## config.mk

```make
export PLATFORM = sky130hd
export DESIGN_NAME = prefix_ea_unit
export DESIGN_NICKNAME = d
export VERILOG_FILES = /design/src/rtl/eau_pkg.sv /design/src/rtl/eau_decode.sv /design/src/rtl/eau_operand.sv /design/src/rtl/prefix_ea_unit.sv
export SDC_FILE = /design/constraint.sdc
export NUM_CORES = 1
export LEC_CHECK = 0
export ABC_CLOCK_PERIOD_IN_PS = 1910
export BUFFER_PORTS_ARGS = -buffer_cell sky130_fd_sc_hd__buf_2
export CAP_MARGIN = 20
export CORE_ASPECT_RATIO = 1.75
export CORE_MARGIN = 5
export CORE_UTILIZATION = 59
export DETAILED_ROUTE_END_ITERATION = 12
export GPL_ROUTABILITY_DRIVEN = 0
export PLACE_DENSITY = 0.94
export SKIP_LAST_GASP = 1
export SLEW_MARGIN = 0
export SYNTH_ARGS = -nofsm -noshare
export SYNTH_HDL_FRONTEND = slang
export SYNTH_SLANG_ARGS = --single-unit
```

## constraint.sdc

```tcl
create_clock -name clk_i -period 1.91 [get_ports clk_i]
set_clock_uncertainty 0.15 [all_clocks]
set_input_delay 0.191 -clock clk_i [delete_from_list [all_inputs] [get_ports clk_i]]
set_output_delay 0.191 -clock clk_i [all_outputs]
set_load 0.01 [all_outputs]
```

## src/rtl/eau_pkg.sv

```systemverilog
package eau_pkg;
  typedef enum logic [2:0] {
    M_NONE,
    M_REG,
    M_D1,
    M_D3,
    M_PREINC,
    M_POSTINC,
    M_PREDEC,
    M_POSTDEC
  } mode_e;
endpackage

```

## src/rtl/eau_decode.sv

```systemverilog
module eau_decode
  import eau_pkg::*;
(
  input  logic       has_pfx_i,
  input  logic [7:0] prefix_i,
  output mode_e      mode_o,
  output logic [1:0] idx_o,
  output logic [1:0] disp_len_o
);
  always_comb begin
    mode_o     = M_NONE;
    idx_o      = prefix_i[1:0];
    disp_len_o = 2'd0;
    if (has_pfx_i) begin
      // self-move codes: high nibble C, both 2-bit fields equal
      if (prefix_i[7:4] == 4'hC && prefix_i[3:2] == prefix_i[1:0]) begin
        mode_o = M_REG;
      end else if (prefix_i == 8'h9B) begin
        mode_o     = M_D1;
        disp_len_o = 2'd1;
      end else if (prefix_i == 8'h9F) begin
        mode_o     = M_D3;
        disp_len_o = 2'd3;
      end else if (prefix_i[7:2] == 6'h3F) begin
        unique case (prefix_i[1:0])
          2'b00:   mode_o = M_PREINC;
          2'b01:   mode_o = M_POSTINC;
          2'b10:   mode_o = M_PREDEC;
          default: mode_o = M_POSTDEC;
        endcase
      end
    end
  end
endmodule

```

## src/rtl/eau_operand.sv

```systemverilog
module eau_operand
  import eau_pkg::*;
#(
  parameter int AW        = 24,
  parameter int BYTE_STEP = 1,
  parameter int WIDE_STEP = 3
) (
  input  logic          mem_i,
  input  logic [AW-1:0] base_i,
  input  mode_e         mode_i,
  input  logic          wide_i,
  input  logic [AW-1:0] reg_off_i,
  input  logic [AW-1:0] disp_i,
  output logic [AW-1:0] ea_o,
  output logic          wb_en_o,
  output logic [AW-1:0] wb_o
);
  localparam logic [AW-1:0] STEP_B = AW'(BYTE_STEP);
  localparam logic [AW-1:0] STEP_W = AW'(WIDE_STEP);

  logic [AW-1:0] step, inc, dec, d1;

  assign step = wide_i ? STEP_W : STEP_B;
  assign inc  = base_i + step;
  assign dec  = base_i - step;
  assign d1   = {{(AW-8){1'b0}}, disp_i[7:0]};

  always_comb begin
    ea_o    = '0;
    wb_en_o = 1'b0;
    wb_o    = '0;
    if (mem_i) begin
      unique case (mode_i)
        M_REG:     ea_o = base_i + reg_off_i;
        M_D1:      ea_o = base_i + d1;
        M_D3:      ea_o = base_i + disp_i;
        M_PREINC:  begin ea_o = inc;    wb_en_o = 1'b1; wb_o = inc; end
        M_POSTINC: begin ea_o = base_i; wb_en_o = 1'b1; wb_o = inc; end
        M_PREDEC:  begin ea_o = dec;    wb_en_o = 1'b1; wb_o = dec; end
        M_POSTDEC: begin ea_o = base_i; wb_en_o = 1'b1; wb_o = dec; end
        default:   ea_o = base_i;
      endcase
    end
  end
endmodule

```

## src/rtl/prefix_ea_unit.sv

```systemverilog
module prefix_ea_unit
  import eau_pkg::*;
#(
  parameter int AW        = 24,
  parameter int NTRIPLE   = 4,
  parameter int BYTE_STEP = 1,
  parameter int WIDE_STEP = 3
) (
  input  logic                  clk_i,
  input  logic                  rst_ni,
  input  logic                  valid_i,
  input  logic                  has_pfx_i,
  input  logic [7:0]            prefix_i,
  input  logic                  wide_i,
  input  logic                  src_mem_i,
  input  logic [AW-1:0]         src_base_i,
  input  logic                  dst_mem_i,
  input  logic [AW-1:0]         dst_base_i,
  input  logic [NTRIPLE*AW-1:0] triples_i,
  input  logic [AW-1:0]         disp_i,
  output logic                  valid_o,
  output logic [1:0]            disp_len_o,
  output logic [AW-1:0]         src_ea_o,
  output logic                  src_wb_en_o,
  output logic [AW-1:0]         src_wb_o,
  output logic [AW-1:0]         dst_ea_o,
  output logic                  dst_wb_en_o,
  output logic [AW-1:0]         dst_wb_o
);
  localparam int NOPS = 2;
  localparam int IW   = $clog2(NTRIPLE);

  mode_e         mode;
  logic [1:0]    idx;
  logic [1:0]    dlen;
  logic [AW-1:0] trip [NTRIPLE];
  logic [AW-1:0] reg_off;

  eau_decode u_dec (
    .has_pfx_i (has_pfx_i),
    .prefix_i  (prefix_i),
    .mode_o    (mode),
    .idx_o     (idx),
    .disp_len_o(dlen)
  );

  for (genvar t = 0; t < NTRIPLE; t++) begin : g_trip
    assign trip[t] = triples_i[t*AW +: AW];
  end
  assign reg_off = trip[IW'(idx)];

  logic          op_mem  [NOPS];
  logic [AW-1:0] op_base [NOPS];
  logic [AW-1:0] op_ea   [NOPS];
  logic          op_wben [NOPS];
  logic [AW-1:0] op_wb   [NOPS];

  assign op_mem[0]  = src_mem_i;
  assign op_base[0] = src_base_i;
  assign op_mem[1]  = dst_mem_i;
  assign op_base[1] = dst_base_i;

  for (genvar k = 0; k < NOPS; k++) begin : g_op
    eau_operand #(
      .AW(AW), .BYTE_STEP(BYTE_STEP), .WIDE_STEP(WIDE_STEP)
    ) u_op (
      .mem_i    (op_mem[k]),
      .base_i   (op_base[k]),
      .mode_i   (mode),
      .wide_i   (wide_i),
      .reg_off_i(reg_off),
      .disp_i   (disp_i),
      .ea_o     (op_ea[k]),
      .wb_en_o  (op_wben[k]),
      .wb_o     (op_wb[k])
    );
  end

  always_ff @(posedge clk_i or negedge rst_ni) begin
    if (!rst_ni) begin
      valid_o     <= 1'b0;
      disp_len_o  <= '0;
      src_ea_o    <= '0;
      src_wb_en_o <= 1'b0;
      src_wb_o    <= '0;
      dst_ea_o    <= '0;
      dst_wb_en_o <= 1'b0;
      dst_wb_o    <= '0;
    end else begin
      valid_o <= valid_i;
      if (valid_i) begin
        disp_len_o  <= dlen;
        src_ea_o    <= op_ea[0];
        src_wb_en_o <= op_wben[0];
        src_wb_o    <= op_wb[0];
        dst_ea_o    <= op_ea[1];
        dst_wb_en_o <= op_wben[1];
        dst_wb_o    <= op_wb[1];
      end
    end
  end
endmodule

```

==> qor.yml, run 1 <==
outcome:
  status: "aborted with a tool error"
  stop_stage: "clock tree synthesis (4_1_cts)"
  firstError: "[ERROR DPL-0038] Utilization greater than 100%, impossible to legalize"
yosys:
  synth-compound-area-share: 0.2756
  synth-adder-area-share: 0.07805
  ys_ff_latch: 101
  yosysWarningCount: 0
  synth_edf_count: 0
  synthMuxAreaShare: 0.07460
  syn_nets: 1461
  yosysTopAreaCell: "dfrtp_1"
  postSynthAreaPerCell_um2: 8.648
  syn-cell-area_um2: 10520
  netlist_top_cells_area: "dfrtp_1, ha_1, mux4_2"
  synth.top_cell.area_share: 0.2403
  yosys.area_share.simple: 0.1870
  async_flop_share: 1.000
  synth_top_family_by_area: "compound AO/OA/AOI/OAI gates"
  synth-seq-area-share: 0.2403
  synthCells: 1216
  synth-xor-area-share: 0.08828
  synth_ff_type: "dfrtp_1"
  synthDistinctLibCells: 98
cts:
  cts_root_buf: "clkbuf_16"
  cts_buffers: 9
  post-cts-setup-buffers: 71
  htree_levels: 3
  cts_resized: 313
  cts_hold_buffers: 1
  cts.sinks: 101
  clk_path_buf_depth: 2
place:
  dp_hpwl_um: 42750
  port_buffers: 283
  detailedPlace.worstSlack_ps: -2219
floorplanning:
  ioPinCount: 284
  die_y_um: 186.6
  initial_utilization: 0.5997
  die_x_um: 110.9
  rows: 64
## logic make-up after synthesis
family,count (synthesis)
compound gates,397
xor+xnor,106
fa+ha+maj,62
buf+inv,125
flops,101
mux,46
simple gates,379
## Yosys cell counts, types with 13 or more instances
cell type,count
a221oi_1,20
ha_1,56
o221ai_1,13
dfrtp_1,101
o2bb2ai_1,61
mux4_2,25
nor2_1,70
a21o_1,17
nor3_1,27
buf_2,14
and3_1,20
nand3_1,26
xor2_1,44
inv_1,35
xnor2_1,62
clkbuf_1,55
a21oi_1,61
o21ai_0,80
nand2_1,128
a22o_1,13
## stage by stage
stage	hold WS, ps	cells	setup TNS (ps)	cell area [um2]	utilization
floorplan	-254.6	1216	-60050	11090	-
global placement	137.8	2006	-89280	15140	0.8634
detailed placement	147.4	2006	-105670	15140	0.8634
==> run 2, diff against run 1 <==
CORE_ASPECT_RATIO = not set   (was 1.75)
CORE_UTILIZATION = 40   (was 59)
PLACE_DENSITY = not set   (was 0.94)
PLACE_DENSITY_LB_ADDON = 0.15   (was not set)
==> run 2 against run 1 <==
Against the previous run: the flow now finishes, with violations (setup timing); synthesized cell count stayed put; synthesized area stayed put.
==> qor.yml, run 2 <==
outcome:
  status: "complete, but fails checks"
  violations: "setup timing"
timing:
  fin_tns_setup_ps: -57100
  setup_viol: 75
  period_share: 1.741
  fin_crit_ps: 3325
  fmax_ghz: 0.3007
  report.final.slew_viol_count: 0
  slew_headroom: 0.6860
  rsz0062_at_grt: "true"
  hold_viol_final: 0
  worst_slack_ps: -1415
  worstMarginPinSlew_ps: 467.4
yosys:
  syn-cell-area_um2: 10520  # unchanged
  synth_ff_type: "dfrtp_1"
  netlist_top_cells_area: "dfrtp_1, ha_1, mux4_2"
  yosysWarningCount: 0  # unchanged
  synthCells: 1216  # unchanged
  syn_nets: 1461  # unchanged
  synth_common_cells: "nand2_1, dfrtp_1, o21ai_0"
  postSynthAreaPerCell_um2: 8.648  # unchanged
  yosysTopAreaCell: "dfrtp_1"
  synth_edf_count: 0  # unchanged
  async_flop_share: 1.000  # unchanged
  synth.top_cell.area_share: 0.2403  # unchanged
  synth_most_common_cell: "nand2_1"
  synth-seq-area-share: 0.2403  # unchanged
  synthDistinctLibCells: 98  # unchanged
  ys_ff_latch: 101  # unchanged
pwr:
  p_sw_frac: 0.3693
  cellLeakagePower_nw: 8.349
  p_switching_mw: 3.217
  power_frac_clock: 0.219
  p_comb_frac: 0.519
  cellPowerDensity_nw_per_um2: 476.1
  irDropWorstVdd_uv: 373.4
  power_frac_seq: 0.262
  power.total_mw: 8.711
  p_int_mw: 5.493
critical_path:
  crit_type: "input port to register"
  crit_arrival_ps: 3400
  critPathLaunchType: "input port"
  path_max_fanout: 5
  endpoint_kind: "register"
  worstReg2RegStart: "dst_ea_o[22]"
  startpoint: "prefix_i[6]"
  worst_ep_required_time_ps: 1990
drt:
  vias: 13560
  drt_pass1_iterations: 6
  via_per_inst: 6.081
  drtIter0Drc: 1207
  drt-total-wl_um: 51130
  ant_nets: 0
  wl_per_cell_um: 22.94
  drc: 0
cts:
  cts_buffers: 9  # unchanged
  htree_levels: 3  # unchanged
  cts_tree: "yes"
  cts_root_buf: "clkbuf_16"
  insertion_delay_ps: 370
  cts.clk_slew.worst_paths_ps: 80
  cts.sinks: 101  # unchanged
  clk_path_buf_depth: 2  # unchanged
job:
  cap_viol_max_count: 0
floorplanning:
  ioPinCount: 284  # unchanged
  die_x_um: 172.1  # +55%
  initial_utilization: 0.4047  # -0.1950
  core_area_um2: 25980
  die-area_um2: 29630
  rows: 59  # -7.8%
  die_y_um: 172.1  # -7.8%
place:
  port_buffers: 283  # unchanged
  detailedPlace.worstSlack_ps: -2048  # +171.5 ps
  dp_hpwl_um: 37070  # -13%
  place_area_um2: 15320  # +1.2%
global_routing:
  grt_max_degree: 54
  grt_pass1_wl_um: 72930
  grt_pass1_vias: 13000
  overflow: 0
  grt_antenna_before_repair: 2
  track_usage: 0.3155
layout:
  drive_above_1_share: 0.5867
  final_cell_mix: "buf_4, buf_2, nand2_1"
  syn2layout_area_growth_pct: 73.98
  final_common_cell: "buf_4"
  nNetsFinal: 2132
  finalInstanceArea_um2: 18300
worst_hold_path:
  hp-class: "input port to register"
  hp-start: "dst_base_i[0]"
-- run 2: cell counts after synthesis --
No cell type changed its count.
-- run 2: kinds of logic (layout without fill, tap and decap cells) --
group	Yosys count	after routing	share of synthesized area
simple gates	379	380	0.1870
mux	46	46	0.07460
xor+xnor	106	106	0.08828
fa+ha+maj	62	62	0.07805
other cells	0	2	0
flops	101	101	0.2403
buf+inv	125	800	0.05616
compound gates	397	397	0.2755
-- run 2: critical path, cell delays in order --
cell and delay [ps]:
buf_6 90, nand4b_1 220, or4_4 520, mux2_4 250, buf_6 100, ha_4 120, inv_2 30, fa_2 370
o21ai_4 180, a31oi_4 120, o31a_1 330, a311oi_2 380, nor2_1 110, xor2_1 230, o221ai_1 130
-- run 2: power groups by stage --
stage | logic (mW) | registers, mW | clock network (mW)
floorplan | 1.80 | 2.35 | 0
global placement | 3.38 | 2.32 | 0
detailed placement | 3.42 | 2.32 | 0
CTS | 3.91 | 2.28 | 1.95
global route | 4.77 | 2.29 | 2.01
finish | 4.52 | 2.28 | 1.91
-- run 2: timing repair --
action | 4_1_cts | 5_1_grt
setup endpoints to repair | 83 | 84
buffers inserted | 45 | 58
resized for setup | 223 | 187
hold buffers | 4 | 0
pin swaps | 117 | 137
endpoints found under the hold margin | 104 | 0
cloned | 3 | 0
-- run 2: path summary, 6_finish.rpt --
check,end,slack [ps],cells after the start
hold reg to reg,dst_wb_o[9],330,1
min in group asynchronous,dst_wb_o[0],190,3
max in group asynchronous,src_ea_o[17],1120,3
setup / recovery,src_ea_o[20],-1420,15
hold / removal,dst_wb_o[0],10,3
setup reg to reg,dst_ea_o[22],580,3
-- run 2: area by class of cell --
class / count / area, um2
Clock buffer: 12 / 266.5
Inverter: 37 / 152.6
Clock inverter: 4 / 31.28
Tap cell: 335 / 419.2
Fill cell: 1925 / 7689
Sequential cell: 101 / 2527
Timing Repair Buffer: 747 / 5404
Multi-Input combinational cell: 991 / 9490
Antenna cell: 2 / 5.005
-- run 2: layer usage --
metal  vias to the layer above  part of all wire  track usage  wire length (um)
met5                         -                 0            0                 0
li1                       5985                 -            -                 -
met2                       789              0.47       0.5230             24240
met3                       197             0.084      0.04870              4303
met1                      6584              0.39       0.4107             19920
met4                         0             0.052       0.1347              2661
-- run 2: through the flow --
stage | instances | utilization | hold WS [ps]
after floorplan | 1216 | - | -254.6
after global placement | 2116 | 0.5894 | 58.06
after detailed placement | 2116 | 0.5894 | 56.29
after CTS | 2180 | 0.6559 | 13.63
after global routing | 2228 | 0.7040 | 37.34
final | 2229 | 0.7041 | 11.55
Note: power is estimated with default switching activity, not from simulation.
==> run 3, diff against run 2 <==
CORE_ASPECT_RATIO = 0.6   (was not set)
==> run 3 against run 2 <==
Against the previous run: the flow still finishes with violations (setup timing); via count rose by 0.87%; routed wire length rose by 5.9%; largest power group unchanged; cell count increased by 1.2%; sequential power is essentially flat; non-clock buffer count up 1; clock power about the same; total power is 2.8% higher; highest routed layer unchanged; critical path depth stayed put; critical endpoint is now dst_ea_o[14]; hold slack improved by 28 ps.
==> qor.yml, run 3 (synthesis gave the netlist of run 2 again) <==
floorplanning:
  die_x_um: 219.3  # +27%
  initial_utilization: 0.4025  # -0.002248
  core_area_um2: 26130  # +0.56%
  die_y_um: 135.6  # -21%
  rows: 46  # -22%
  die-area_um2: 29740  # +0.36%
  ioPinCount: 284  # unchanged
critical_path:
  crit_type: "input port to register"
  crit_path_top_delay_cell: "or4_4"
  path_max_fanout: 6  # +1
  path_cells: "buf_8 -> nand4b_1 -> or4_4 -> mux2_4 -> ha_4 -> a21o_1 -> o2bb2ai_2 -> a211oi_4 -> a211oi_2 -> buf_4 -> buf_4 -> nor2_1 -> xnor2_1 -> a221oi_2 -> o2bb2ai_1"
  cpMostUsedCell: "buf_4"
  worst_ep_required_time_ps: 2030  # +40 ps
  crit_arrival_ps: 3450  # +50 ps
  endpoint_kind: "register"
  slowest_delay_ps: 570  # +50 ps
  critPathLaunchType: "input port"
global_routing:
  track_usage: 0.3349  # +0.01938
  grt_antenna_before_repair: 2  # unchanged
  grt_pass1_vias: 13130  # +0.95%
  grt_pass1_wl_um: 77240  # +5.9%
  grt_max_degree: 102  # +89%
  overflow: 0  # unchanged
layout:
  syn2layout_area_growth_pct: 78.05
  drive_above_1_share: 0.6033  # +0.01659
  final_common_cell: "buf_4"
  final_cell_mix: "buf_4, buf_2, nand2_1"
  nFillCells: 1865  # -3.1%
  nNetsFinal: 2133  # +0.047%
  fin_util: 0.7166  # +0.01247
drt:
  m1WireLength_um: 21990  # +10%
  ant_nets: 0  # unchanged
  via_per_inst: 6.063  # -0.29%
  top_layer: "met4"
  routed-wl-met2_um: 24320  # +0.34%
  vias: 13670  # +0.87%
  drt_pass1_iterations: 5  # -1
  drc: 0  # unchanged
  drtIter0Drc: 1604  # +33%
  wl_met3_um: 6031  # +40%
  drt-total-wl_um: 54130  # +5.9%
  wl_per_cell_um: 24.01  # +4.7%
timing:
  slew_headroom: 0.5875  # -0.09852
  setup_viol: 77  # +2.7%
  worstMarginPinSlew_ps: 618.8  # +151.4 ps
  rsz0062_at_grt: "true"
  fin_crit_ps: 3331  # +5.740 ps
  report.final.slew_viol_count: 0  # unchanged
  fin_tns_setup_ps: -58370  # -1270 ps
  hold_viol_final: 0  # unchanged
  worst_slack_ps: -1421  # -5.740 ps
  fmax_ghz: 0.3002  # -0.17%
  holdWs_ps: 39.58  # +28.03 ps
  period_share: 1.744  # +0.003005
job:
  cap_viol_max_count: 0  # unchanged
cts:
  cts_tree: "yes"
  insertion_delay_ps: 390  # +20 ps
  htree_levels: 3  # unchanged
  cts.sinks: 101  # unchanged
  cts_root_buf: "clkbuf_16"
  cts.clk_slew.worst_paths_ps: 70  # about the same
  clk_path_buf_depth: 2  # unchanged
  cts_buffers: 9  # unchanged
outcome:
  status: "complete, but fails checks"
  violations: "setup timing"
pwr:
  cellLeakagePower_nw: 8.389  # +0.47%
  irDropWorstVdd_uv: 538.4  # +44%
  cellPowerDensity_nw_per_um2: 478.3  # +0.48%
place:
  port_buffers: 283  # unchanged
  dp_hpwl_um: 38340  # +3.4%
  detailedPlace.worstSlack_ps: -1945  # +102.3 ps
worst_hold_path:
  hp-class: "input port to register"
==> run 3: final timing paths <==
kind	start	end	slack, ps	cells past startpoint
max	prefix_i[6]	dst_ea_o[14]	-1420	15
min	dst_base_i[22]	dst_ea_o[22]	40	3
max reg2reg	dst_ea_o[22]	dst_ea_o[22]	610	3
min reg2reg	dst_wb_o[4]	dst_wb_o[4]	330	1
max in group asynchronous	rst_ni	src_ea_o[10]	870	3
min in group asynchronous	rst_ni	dst_wb_o[3]	270	3
==> run 3: what timing repair did <==
item	in CTS	in global routing
hold buffers	4	0
cloned	3	1
setup buffers	55	53
endpoints found under the setup margin	81	83
resized for setup	278	196
pin swaps	174	166
endpoints found under the hold margin	104	0
==> run 3: stage by stage <==
| step | area (um2) | cells | power (mW) |
|---|---|---|---|
| after detailed placement | 15400 | 2147 | 5.811 |
| after global routing | 18720 | 2255 | 9.331 |
| after CTS | 17530 | 2216 | 8.360 |
| after global placement | 15400 | 2147 | 5.754 |
| final | 18720 | 2255 | 8.957 |
| after floorplan | 11090 | 1216 | 4.151 |
==> run 3: routing by layer <==
layer / vias to the layer above / GRT usage
met5: - / 0
met4: 0 / 0.09376
met3: 148 / 0.07684
met2: 812 / 0.5143
met1: 6732 / 0.4748
li1: 5981 / -
==> run 3: where the power goes <==
group          switching, mW  total (mW)  internal [mW]
logic                   2.44        4.79           2.34
clock network          0.927        1.89          0.960
registers             0.0588        2.28           2.22
total                   3.43        8.96           5.53
==> run 3: worst max-delay path, delay by kind of cell <==
family | cells | cell delay [ps]
AOI/OAI and AO/OA | 6 | 1140
and+or+nand+nor | 3 | 950
muxes | 1 | 410
buffers and inverters | 3 | 370
adders and majority gates | 1 | 230
xor gates and xnor gates | 1 | 150
==> run 3: final cells by class <==
cell class                      instances  area, um2  area share
Clock buffer                           12      256.5     0.01370
Timing Repair Buffer                  748       5459      0.2915
Multi-Input combinational cell        991       9842      0.5256
Inverter                               37      152.6    0.008152
Antenna cell                            2      5.005   0.0002673
Clock inverter                          4      31.28    0.001671
Sequential cell                       101       2527      0.1350
Tap cell                              360      450.4     0.02406
==> run 4, diff against run 3 <==
BUFFER_PORTS_ARGS = -buffer_cell sky130_fd_sc_hd__buf_4   (was -buffer_cell sky130_fd_sc_hd__buf_2)
==> run 4 against run 3 <==
Against the previous run: the run still ends with setup timing left; utilization up 2.5 points; cell count is essentially flat; count of clock-buffer cells in the layout fell by 3; maximum frequency is 1.6% lower; flip-flop and latch count unchanged; critical path depth decreased by 1; setup slack worse by 55 ps; combinational power up 4.8%; highest routed layer unchanged.
==> qor.yml, run 4 (synthesis gave the netlist of run 2 again) <==
timing:
  fin_crit_ps: 3386  # +55.47 ps
  worstMarginPinSlew_ps: 641.5  # +22.71 ps
  worst_slack_ps: -1476  # -55.47 ps
  holdWs_ps: 21.31  # -18.27 ps
  hold_viol_final: 0  # unchanged
  fmax_ghz: 0.2953  # -1.6%
  rsz0062_at_grt: "true"
  period_share: 1.773  # +0.02904
  report.final.slew_viol_count: 0  # unchanged
  slew_headroom: 0.5723  # -0.01514
  setup_viol: 78  # +1.3%
drt:
  via_per_inst: 6.283  # +3.6%
  drt_pass1_iterations: 6  # +1
  vias: 14160  # +3.6%
  ant_nets: 0  # unchanged
  wl_per_cell_um: 25.22  # +5.1%
  drtIter0Drc: 1822  # +14%
  drt-total-wl_um: 56840  # +5.0%
  drc: 0  # unchanged
floorplanning:
  die_y_um: 135.6  # unchanged
  die_x_um: 219.3  # unchanged
  ioPinCount: 284  # unchanged
  die-area_um2: 29740  # unchanged
  rows: 46  # unchanged
  core_area_um2: 26130  # unchanged
  initial_utilization: 0.4025  # unchanged
layout:
  nFillCells: 1717  # -7.9%
  drive_above_1_share: 0.6003  # -0.002958
  multi_input_area_um2: 9824  # -0.18%
  num_antenna_cells: 0  # -2
  final_common_cell: "buf_4"
  nNetsFinal: 2134  # +0.047%
  final_cell_mix: "buf_4, nand2_1, dfrtp_1"
  ff_latch_area_um2: 2527  # unchanged
  syn2layout_area_growth_pct: 84.28
cts:
  insertion_delay_ps: 400  # about the same
  clk_path_buf_depth: 2  # unchanged
  cts.clk_slew.worst_paths_ps: 70  # about the same
  cts.sinks: 101  # unchanged
  cts_buffers: 9  # unchanged
  cts_root_buf: "clkbuf_16"
  htree_levels: 3  # unchanged
  cts_tree: "yes"
global_routing:
  grt_antenna_before_repair: 0  # -2
  track_usage: 0.3349  # about the same
  grt_max_degree: 102  # unchanged
  grt_pass1_vias: 13220  # +0.73%
  top_usage_layer: "met2"
  overflow: 0  # unchanged
  grt.met1_usage: 0.4646  # -0.01026
  use_met3: 0.08019  # +0.003350
  grt_pass1_wl_um: 76860  # -0.49%
  gr-usage-met2: 0.5170  # +0.002747
pwr:
  irDropWorstVdd_uv: 480.9  # -11%
  power.total_mw: 9.249  # +3.3%
  p_switching_mw: 3.484  # +1.7%
  power_frac_seq: 0.248  # -0.007
  cellLeakagePower_nw: 8.565  # +2.1%
  cellPowerDensity_nw_per_um2: 477.2  # -0.23%
  power_frac_clock: 0.209  # -0.002
  p_comb_frac: 0.543  # +0.009
  p_sw_frac: 0.3767  # -0.005948
  p_int_mw: 5.765  # +4.3%
place:
  port_buffers: 283  # unchanged
  dp_hpwl_um: 38320  # about the same
critical_path:
  slowest_delay_ps: 550  # -20 ps
  worst_ep_required_time_ps: 2030  # about the same
  crit_arrival_ps: 3510  # +60 ps
  path_max_fanout: 5  # -1
  startpoint: "prefix_i[6]"
  critPathBufInv: 2  # -1
  path_cells: "buf_6 -> nand4b_1 -> or4_4 -> mux2_4 -> buf_12 -> ha_4 -> a211oi_4 -> nor2_2 -> o41ai_4 -> a41oi_4 -> a21boi_4 -> xnor2_2 -> a221oi_2 -> o2bb2ai_1"
  crit_path_top_delay_cell: "or4_4"
  crit_type: "input port to register"
  crit_family: "compound AO/OA/AOI/OAI gates"
  worstReg2RegStart: "dst_ea_o[22]"
  critPathLaunchType: "input port"
  endpoint_kind: "register"
worst_hold_path:
  hp-class: "input port to register"
  hp-start: "dst_base_i[0]"
outcome:
  status: "complete, but fails checks"
  violations: "setup timing"
job:
  cap_viol_max_count: 0  # unchanged
[run 4: cell types whose count changed in the layout (fill, tap and decap cells not counted), sizes merged]
cell / before / now
buf: 742 / 743
bufinv: 0 / 1
clkbuf: 14 / 9
diode: 2 / 0
clkinv: 0 / 2
nand2: 129 / 130
bufbuf: 0 / 1
[run 4: worst reg2reg max path, delay by kind of cell, from the launching register on]
family,cells,cell delay (ps)
compound gates,2,480
flops,1,420
simple gates,1,190
[run 4: area by class of cell]
cell class / instances / share of cell area
Timing Repair Buffer: 748 / 0.3160
Inverter: 37 / 0.008070
Clock inverter: 7 / 0.003745
Clock buffer: 9 / 0.01162
Multi-Input combinational cell: 992 / 0.5069
Sequential cell: 101 / 0.1304
Tap cell: 360 / 0.02324
[run 4: repair_timing]
| action | in CTS | in global routing |
|---|---|---|
| pin swaps | 154 | 167 |
| gates cloned | 3 | 1 |
| hold buffers | 4 | 0 |
| hold endpoints to repair | 104 | 0 |
| setup endpoints to repair | 80 | 83 |
| setup buffers | 65 | 55 |
| gates resized for setup | 242 | 201 |
[run 4: routing by layer]
layer / wire, um / vias up
li1: - / 5995
met4: 2908 / 0
met5: 0 / -
met1: 22300 / 6895
met3: 6426 / 237
met2: 25210 / 1034
[run 4: path summary, 6_finish.rpt]
path / slack (ps) / cells past startpoint / to
max: -1480 / 14 / src_ea_o[19]
min reg2reg: 340 / 1 / dst_wb_o[5]
min: 20 / 3 / dst_wb_o[0]
max in group asynchronous: 840 / 3 / src_wb_o[23]
min in group asynchronous: 220 / 3 / dst_wb_o[4]
max reg2reg: 540 / 3 / dst_ea_o[22]
[run 4: power by group through the flow]
stage	Sequential, mW	Clock [mW]	Combinational, mW
6_report	2.29	1.94	5.02
5_1_grt	2.30	2.08	5.22
4_1_cts	2.29	1.99	4.17
3_5_place_dp	2.33	0	3.59
3_3_place_gp	2.33	0	3.54
2_1_floorplan	2.35	0	1.80
[run 4: through the flow]
step                      utilization  worst slack (ps)  TNS (ps)  cell area, um2  std cells
after floorplan                     -             -1640    -60050           11090       1216
after global placement         0.6136             -1863    -94820           16030       2140
after detailed placement       0.6136             -1969    -98710           16030       2140
after CTS                      0.6924             -1248    -49050           18090       2218
after global routing           0.7417             -1544    -63380           19380       2254
final                          0.7417             -1476    -59290           19380       2254
